**src/rtl/nis_pkg.sv**
```systemverilog
package nis_pkg;
  typedef enum logic {ST_IDLE = 1'b0, ST_TEST = 1'b1} nis_state_t;

  // A timed check is wanted only for a non-global, switch-requesting, non-ring command
  function automatic logic needs_test(input logic global_addr, input logic sw_req,
                                      input logic ring);
    return !global_addr && sw_req && !ring;
  endfunction

  // Ring topology: switch closes immediately without a check
  function automatic logic direct_close(input logic global_addr, input logic sw_req,
                                        input logic ring);
    return !global_addr && sw_req && ring;
  endfunction

  // Verdict at window end, including the last sample taken in that cycle
  function automatic logic close_ok(input logic seen, input logic last_sample);
    return !(seen || last_sample);
  endfunction
endpackage

```
**src/rtl/nis_window_timer.sv**
```systemverilog
module nis_window_timer #(
  parameter int TEST_CYCLES = 50000
) (
  input  logic clk,
  input  logic rst_n,
  input  logic start,
  input  logic run,
  output logic win_end
);
  localparam int CNT_W = (TEST_CYCLES > 1) ? $clog2(TEST_CYCLES) : 1;
  localparam logic [CNT_W-1:0] LAST = CNT_W'(TEST_CYCLES - 1);

  logic [CNT_W-1:0] cnt;

  always_ff @(posedge clk or negedge rst_n) begin
    if (!rst_n)      cnt <= '0;
    else if (start)  cnt <= '0;
    else if (run)    cnt <= cnt + 1'b1;
  end

  assign win_end = run && (cnt == LAST);
endmodule

```
**src/rtl/nis_pd_steer.sv**
```systemverilog
module nis_pd_steer (
  input  logic testing,
  input  logic rev,
  output logic pd_dn_en,
  output logic pd_up_en
);
  assign pd_dn_en = testing && !rev;
  assign pd_up_en = testing &&  rev;
endmodule

```
**src/rtl/node_init_seq.sv**
```systemverilog
module node_init_seq #(
  parameter int ADDR_W      = 4,
  parameter int TEST_CYCLES = 50000
) (
  input  logic              clk,
  input  logic              rst_n,
  input  logic              cmd_valid,
  input  logic              cmd_rev,
  input  logic [ADDR_W-1:0] cmd_addr,
  input  logic              cmd_keep,
  input  logic              cmd_switch,
  input  logic              side_hi,
  input  logic              loop_back,
  output logic [ADDR_W-1:0] node_addr,
  output logic              sw_close,
  output logic              pd_dn_en,
  output logic              pd_up_en,
  output logic              fault,
  output logic              cfg_store
);
  import nis_pkg::*;

  nis_state_t state;
  logic       rev_q;
  logic       global_addr;
  logic       test_start;
  logic       testing;
  logic       win_end;
  logic       fault_sample;

  assign global_addr  = (cmd_addr == '0);
  assign test_start   = cmd_valid && needs_test(global_addr, cmd_switch, loop_back);
  assign testing      = (state == ST_TEST);
  assign fault_sample = testing && side_hi;

  nis_window_timer #(.TEST_CYCLES(TEST_CYCLES)) u_timer (
    .clk     (clk),
    .rst_n   (rst_n),
    .start   (cmd_valid),
    .run     (testing),
    .win_end (win_end)
  );

  nis_pd_steer u_steer (
    .testing  (testing),
    .rev      (rev_q),
    .pd_dn_en (pd_dn_en),
    .pd_up_en (pd_up_en)
  );

  always_ff @(posedge clk or negedge rst_n) begin
    if (!rst_n) begin
      state     <= ST_IDLE;
      rev_q     <= 1'b0;
      node_addr <= '0;
      sw_close  <= 1'b0;
      fault     <= 1'b0;
      cfg_store <= 1'b0;
    end else if (cmd_valid) begin
      node_addr <= cmd_addr;
      rev_q     <= cmd_rev;
      fault     <= 1'b0;
      cfg_store <= cmd_keep && !global_addr;
      sw_close  <= direct_close(global_addr, cmd_switch, loop_back);
      state     <= test_start ? ST_TEST : ST_IDLE;
    end else begin
      cfg_store <= 1'b0;
      if (fault_sample) fault <= 1'b1;
      if (win_end) begin
        state    <= ST_IDLE;
        sw_close <= close_ok(fault, side_hi);
      end
    end
  end
endmodule

```
**config.mk**
```make
export PLATFORM = sky130hd
export DESIGN_NAME = node_init_seq
export DESIGN_NICKNAME = d
export VERILOG_FILES = /design/src/rtl/nis_pkg.sv /design/src/rtl/nis_window_timer.sv /design/src/rtl/nis_pd_steer.sv /design/src/rtl/node_init_seq.sv
export SDC_FILE = /design/constraint.sdc
export NUM_CORES = 1
export LEC_CHECK = 0
export BUFFER_PORTS_ARGS = -buffer_cell sky130_fd_sc_hd__buf_2
export CORE_UTILIZATION = 39
export CTS_CLUSTER_DIAMETER = 30
export DETAILED_ROUTE_END_ITERATION = 6
export HOLD_SLACK_MARGIN = 0.15
export PLACE_DENSITY_LB_ADDON = 0.08
export SLEW_MARGIN = 20
export SYNTH_ARGS = -nofsm -noshare
export SYNTH_HDL_FRONTEND = slang
export SYNTH_SLANG_ARGS = --single-unit
```
**constraint.sdc**
```tcl
create_clock -name clk -period 1.5 [get_ports clk]
set_input_delay 0.225 -clock clk [delete_from_list [all_inputs] [get_ports clk]]
set_output_delay 0.225 -clock clk [all_outputs]
set_load 0.1 [all_outputs]
```
# Word-level counts from Yosys, hierarchy flattened
# Cells that the tools add are included.
[classes] n_addsub=1 multipliers=0 div_mod_pow=0 magnitude_cmp=0 n_eq_ne=1 shift=0 muxes=10 bitwise=0 n_reduce_logical=18
[ops] cell="16-bit 2-to-1 mux" count=2
[ops] cell="16-bit by 1-bit adder with 16-bit output, second input constant" count=1
[ops] cell="16-bit == test, second input constant" count=1
[ops] cell="1-bit logical AND" count=9
[ops] cell="1-bit 2-to-1 mux" count=8
[ops] cell="2-bit nonzero test" count=3
[ops] cell="1-bit zero test" count=4
[ops] cell="4-bit zero test" count=1
[ops] cell="1-bit logical OR" count=1
[word_totals] regBits=25 latchBits=0 ram_bits=0 romBits=0 elab_cells=37 mem_count=0

# Longest topological paths before layout
# Gate-level depths: netlist (run 1).
[depth] ltp_word=7 mapped_depth=5 depth_no_buf=5

# By module
# A second synthesis (run 1) with hierarchy kept.
[unflattened] cells_unflattened=113 area_unflattened_um2=1218.7
[modules_own_cells] mod="nis_window_timer" instances=1 cells_each=84 area_per_inst_um2=849.6
[modules_own_cells] mod="node_init_seq" instances=1 cells_each=27 area_per_inst_um2=352.8
[modules_own_cells] mod="nis_pd_steer" instances=1 cells_each=2 area_per_inst_um2=16.3

# Worst setup path before layout (run 1)
# Ideal clock, no wire load.
[synth_timing] path_type="reg2out" from="register state" to="output pd_dn_en" t_arrival_ns=1.882 path_slack_ns=-0.607 stages_incl_launch_ff=3 n_path_buf=1 path_cell_list="dfrtp_1 -> buf_2 -> nor2b_1"
[synth_via] elab_chain_len=1
[synth_lines] element="start, declared" line="node_init_seq.sv:23" source="nis_state_t state;"
[synth_lines] element="start signal, assigned" line="node_init_seq.sv:65" source="state <= test_start ? ST_TEST : ST_IDLE;"
[synth_lines] element="1-bit logical AND" line="nis_pd_steer.sv:7" source="assign pd_dn_en = testing && !rev;"
[synth_lines] element="end, declared" line="node_init_seq.sv:16" source="output logic pd_dn_en,"
# Every way passes these cells.

# Final worst setup path (run 1)
[layout_timing] from="register u_timer.cnt[4]" to="register u_timer.cnt[13]"
[layout_via] elab_chain_len=3
[layout_lines] element="start, declared" line="nis_window_timer.sv:13" source="logic [CNT_W-1:0] cnt;"
[layout_lines] element="start signal, assigned" line="nis_window_timer.sv:18" source="else if (run) cnt <= cnt + 1'b1;"
[layout_lines] element="16-bit by 1-bit adder with 16-bit output" line="nis_window_timer.sv:18"
[layout_lines] element="16-bit 2-to-1 mux" line="nis_window_timer.sv:18"
[layout_lines] element="16-bit 2-to-1 mux" line="nis_window_timer.sv:17" source="else if (start) cnt <= '0;"
# Every way passes these cells. The select of a mux whose other input is x is not followed.
# A chain may end at the register's enable or synchronous reset.

==> results of run 1 <==
## sequential cells by signal (all words and copies together) (netlist names)
signal and flops:
sw_close 1, cfg_store 1, rev_q 1, fault 1, u_timer.cnt 16, state 1, node_addr 4
## layout make-up
class	instances	area, sq um
fillers	264	1187
clock buffers	4	26.28
well taps	31	38.79
inverters	2	7.507
flip-flops and latches	25	629.4
multi-input cells	78	568.0
repair buffers	49	371.6
## where the power goes
part	total [mW]	switching (mW)	internal (mW)
clock	0.304	0.200	0.104
sequential	0.717	0.0168	0.700
combinational	0.322	0.222	0.0999
## critical path: cells and delay by family (launching register included)
| kind | cells | cell delay [ns] |
|---|---|---|
| DFF | 1 | 0.44 |
| and+or+nand+nor | 3 | 0.81 |
| AOI/OAI and AO/OA | 1 | 0.15 |
## layer usage
metal | wire [um] | share of wire | GRT usage
met1 | 1169 | 0.45 | 0.2274
met4 | 22 | 0.0084 | 0.04181
met5 | 0 | 0 | 0
met2 | 1364 | 0.52 | 0.3311
met3 | 53 | 0.020 | 0.04762
## cell families after synthesis
family,after synthesis,share of synthesized area
xor gates and xnor gates,12,0.08814
DFF,25,0.5247
and+or+nand+nor,48,0.2361
buffers and inverters,7,0.02414
AOI/OAI and AO/OA,10,0.05142
muxes,7,0.06505
adders and majority gates,1,0.01049
## worst paths after layout
check                                            from                     endpoint  slack, ns  cells past startpoint
min in group asynchronous                       rst_n   u_timer.cnt[8]$_DFFE_PN0P_       0.40                      2
max in group asynchronous                       rst_n   u_timer.cnt[6]$_DFFE_PN0P_       0.71                      2
max reg2reg                u_timer.cnt[4]$_DFFE_PN0P_  u_timer.cnt[13]$_DFFE_PN0P_       0.04                      4
max                        u_timer.cnt[4]$_DFFE_PN0P_  u_timer.cnt[13]$_DFFE_PN0P_       0.04                      4
min                                           side_hi            fault$_DFFE_PN0P_       0.17                      3
min reg2reg                  node_addr[3]$_DFFE_PN0P_     node_addr[3]$_DFFE_PN0P_       0.53                      1
## cell usage after synthesis (2+ instances only)
| cell type | count |
|---|---|
| xor2_1 | 6 |
| and3_1 | 2 |
| nand2_1 | 3 |
| inv_1 | 2 |
| xnor2_1 | 6 |
| buf_2 | 2 |
| mux2_2 | 6 |
| a21oi_1 | 4 |
| nor2_1 | 14 |
| or3_1 | 2 |
| nand4_1 | 4 |
| o21ai_0 | 3 |
| nand3_1 | 7 |
| nor4_1 | 4 |
| clkbuf_1 | 2 |
| dfrtp_1 | 25 |
## through the flow
step                instances  hold WS, ns  setup slack (ns)
floorplan                 110     -0.07059           0.01161
global placement          173       0.2455           0.02117
detailed placement        173       0.2476           0.02632
CTS                       185       0.1512          0.008576
global route              189       0.1508          -0.02302
finish                    189       0.1712           0.04016
## what timing repair did
item	CTS	global route
endpoints found under the hold margin	31	1
pin swaps	0	1
gates cloned	0	0
gates resized for setup	0	7
hold buffers	7	1
buffers inserted	1	3
setup endpoints to repair	1	5
==> results.yml, run 1 <==
yosys:
  synth-edff-count: 0
  ys_async_sr_fraction: 1.000
  syn_nets: 123
  syn-mean-instance-area_sq_um: 10.84
  mappedNetlistArea_sq_um: 1192
  synth-seq-cells: 25
  yosys_warnings: 0
  synth_area_leader_cell: "dfrtp_1"
  synth_cell_types: 34
  synth.top_cells.by_area: "dfrtp_1, mux2_2, nor2_1"
  dominantRegCellSynth: "dfrtp_1"
  yosysSeqAreaShare: 0.5247
  syn-instance-count: 110
  yosysTopAreaCellShare: 0.5247
run:
  maxCapViolations: 0
global_routing:
  grt_max_degree: 26
  grt_pass1_wl_mm: 4.636
  grt_overflow: 0
  grt_pass1_vias: 1050
  grt_usage: 0.1863
  antenna_found_initial: 0
layout:
  post-route-util: 0.5803
  layout_common_cells: "dfrtp_1, buf_4, buf_2"
  antenna_cells: 0
  area_growth_pct: 37.67
  final_common_cell: "dfrtp_1"
  final_layout_size_suffix_gt1_frac: 0.3924
  final_nets: 172
  stdcell_area_sq_um: 1642
clock_network:
  htree_num_levels: 1
  path_clk_slew_ns: 0.14
  cts_tree: "yes"
  insertion_delay_ns: 0.32
  clock_sinks: 25
  cts_root_buf: "clkbuf_4"
  clockBufferDepth: 2
  numCtsBuffers: 3
floorplan:
  dieArea_sq_um: 3283
  row_count: 19
  core_sq_um: 2829
  ioPinCount: 21
  die_y_um: 57.30
  start_util: 0.4215
  die_width_um: 57.30
sta:
  slew_violations: 0
  maxSlewHeadroom: 0.6325
  grt_setup_unrepaired: "yes"
  skew_ns: 0.005845
  fmax_mhz: 685.0
  tightest_slew_ns: 0.5513
  finalHoldViolCount: 0
  final.setup.tns_ns: 0
  setup_viol: 0
  fin_crit_ns: 1.460
  fin_crit_sh: 0.9732
detailed_routing:
  wl_per_cell_um: 13.80
  drt_first_pass_iters: 4
  drc_errors: 0
  ant_nets: 0
  routed_via_density: 5.270
  drt_iter0_markers: 30
  wirelength_mm: 2.608
  routed-via-count: 996
placed_design:
  dp_hpwl_mm: 1.858
  io_buffers: 20
  dpl_cell_area_sq_um: 1484
  gp_congestion: 0.7438
power_and_ir_drop:
  p_per_area_nw_per_um2: 817.4
  p_leak_nw: 0.7428
  irDropWorstVdd_v: 0.0007317
  p_total_mw: 1.342
critical_path:
  cp.required_ns: 1.76
  worstPathMaxFanout: 4
  start_kind: "register"
  cp-end-kind: "register"
  arrival_ns: 1.72
  crit_chain: "nand4_4 -> or3_4 -> or3_1 -> a21oi_1"
  cpPeakStageDelay_ns: 0.44
  crit_type: "reg -> reg"
  cp_slowest_cell: "dfrtp_2"
status:
  status: "finished, final reports clean"
hold_path:
  min_path_type: "in -> reg"
No activity file was read; power rests on OpenSTA's default activity.
==> inputs of run 2 (changes only) <==
--- a/config.mk
+++ b/config.mk
@@ -7,10 +7,11 @@
 export LEC_CHECK = 0
 export BUFFER_PORTS_ARGS = -buffer_cell sky130_fd_sc_hd__buf_2
 export CORE_UTILIZATION = 39
+export CTS_BUF_LIST = sky130_fd_sc_hd__clkbuf_4
 export CTS_CLUSTER_DIAMETER = 30
 export DETAILED_ROUTE_END_ITERATION = 6
 export HOLD_SLACK_MARGIN = 0.15
-export PLACE_DENSITY_LB_ADDON = 0.08
+export PLACE_DENSITY = 0.63
 export SLEW_MARGIN = 20
 export SYNTH_ARGS = -nofsm -noshare
 export SYNTH_HDL_FRONTEND = slang
==> constraint.sdc (replaced) <==
create_clock -name clk -period 1.9 [get_ports clk]
set_input_delay 0.285 -clock clk [delete_from_list [all_inputs] [get_ports clk]]
set_output_delay 0.285 -clock clk [all_outputs]
set_load 0.1 [all_outputs]
==> results.yml, run 2 (synthesis results as in run 1) <==
status:
  status: "finished, final reports clean"
clock_network:
  cts_setup_buffers: 0
  ctsResizeCount: 0
  htree_num_levels: 1
  clockBufferDepth: 2
  numCtsBuffers: 3
  hold_buffers: 2
  insertion_delay_ns: 0.31
  path_clk_slew_ns: 0.12
  cts_tree: "yes"
  clock_sinks: 25
  cts_root_buf: "clkbuf_4"
placed_design:
  io_buffers: 20
  gp_congestion: 0.8118
  dp_hpwl_mm: 1.534
  place_inst: 156
hold_path:
  min_path_type: "in -> reg"
  min_path_cells: 2
layout:
  layout_common_cells: "dfrtp_1, buf_2, nor2_1"
  final_nets: 145
  final_layout_size_suffix_gt1_frac: 0.2672
  reg_top3: "u_timer.cnt (16), node_addr (4)"
  antenna_cells: 0
  top_register: "u_timer.cnt"
  area_growth_pct: 14.27
  final_common_cell: "dfrtp_1"
  instances_no_fill: 162
  largest_reg_flops: 16
critical_path:
  crit_chain: "nor2b_2 -> buf_2"
  cp-end-kind: "output port"
  r2r_slack_ns: 0.23
  path_buf_inv: 1
  critical_path_depth: 2
  arrival_ns: 1.49
  worstPathMaxFanout: 12
  start_kind: "register"
  cp_slowest_cell: "dfrtp_1"
  reg2reg_depth: 4
  cpPeakStageDelay_ns: 0.57
  cp.required_ns: 1.62
  path_delay_family: "flip-flops"
  crit_type: "reg -> out"
global_routing:
  grt_pass1_vias: 858
  grt_pass1_wl_mm: 3.864
  antenna_found_initial: 0
  grt_usage: 0.1511
  grt_overflow: 0
  grt_max_degree: 27
sta:
  slew_violations: 0
  finalHoldViolCount: 0
  grt_setup_unrepaired: "no"
  fmax_mhz: 561.9
  fin_crit_ns: 1.780
  tightest_slew_ns: 0.5515
  final.setup.tns_ns: 0
  maxSlewHeadroom: 0.6324
  fin_crit_sh: 0.9367
  skew_ns: 0.01260
  setup_viol: 0
power_and_ir_drop:
  p_leak_nw: 0.6033
  p_per_area_nw_per_um2: 742.9
  irDropWorstVdd_v: 0.0004280
detailed_routing:
  drt_first_pass_iters: 4
  drc_errors: 0
  wirelength_mm: 2.154
  routed-via-count: 850
  routed_via_density: 5.247
  ant_nets: 0
  wl_per_cell_um: 13.30
  drt_iter0_markers: 22
floorplan:
  dieArea_sq_um: 3283
  row_count: 19
  ioPinCount: 21
  core_sq_um: 2829
  die_width_um: 57.30
  start_util: 0.4215
  die_y_um: 57.30
run:
  maxCapViolations: 0
## run 2: path summary, 6_finish.rpt
kind / to / startpoint
min reg2reg: node_addr[2]$_DFFE_PN0P_ / node_addr[2]$_DFFE_PN0P_
max: pd_dn_en / state$_DFFE_PN0P_
max reg2reg: sw_close$_DFFE_PN0P_ / u_timer.cnt[0]$_DFFE_PN0P_
min in group asynchronous: u_timer.cnt[8]$_DFFE_PN0P_ / rst_n
min: rev_q$_DFFE_PN0P_ / cmd_rev
max in group asynchronous: u_timer.cnt[3]$_DFFE_PN0P_ / rst_n
## run 2: cell type report
type | instances | area (sq um)
fill | 258 | 1466
sequential | 25 | 625.6
clock buffer | 4 | 30.03
multi-input combinational | 78 | 540.5
tap | 31 | 38.79
inverter | 2 | 7.507
timing repair buffer | 22 | 120.1
## run 2: power breakdown
part	switching [mW]	internal (mW)	leakage, nW
combinational	0.161	0.0443	0.251
sequential	0.0172	0.552	0.334
clock	0.142	0.0960	0.0184
## run 2: per-stage QoR
step | hold slack, ns | power, mW | cell area [sq um] | utilization | worst slack, ns
finish | 0.2170 | 1.012 | 1363 | 0.4816 | 0.1203
global route | 0.2063 | 1.055 | 1363 | 0.4816 | 0.004882
CTS | 0.2045 | 1.028 | 1363 | 0.4816 | 0.08525
detailed placement | 0.3128 | 0.7844 | 1313 | 0.4640 | 0.2458
global placement | 0.3065 | 0.7810 | 1313 | 0.4640 | 0.3103
floorplan | -0.01059 | 0.7370 | 1195 | - | 0.2491
## run 2: layer usage
layer  GRT usage  vias up  part of all wire
met1      0.2165      404              0.49
li1            -      435                 -
met3     0.02041        2             0.023
met2      0.2370        9              0.48
met4     0.05226        0            0.0088
met5           0        -                 0
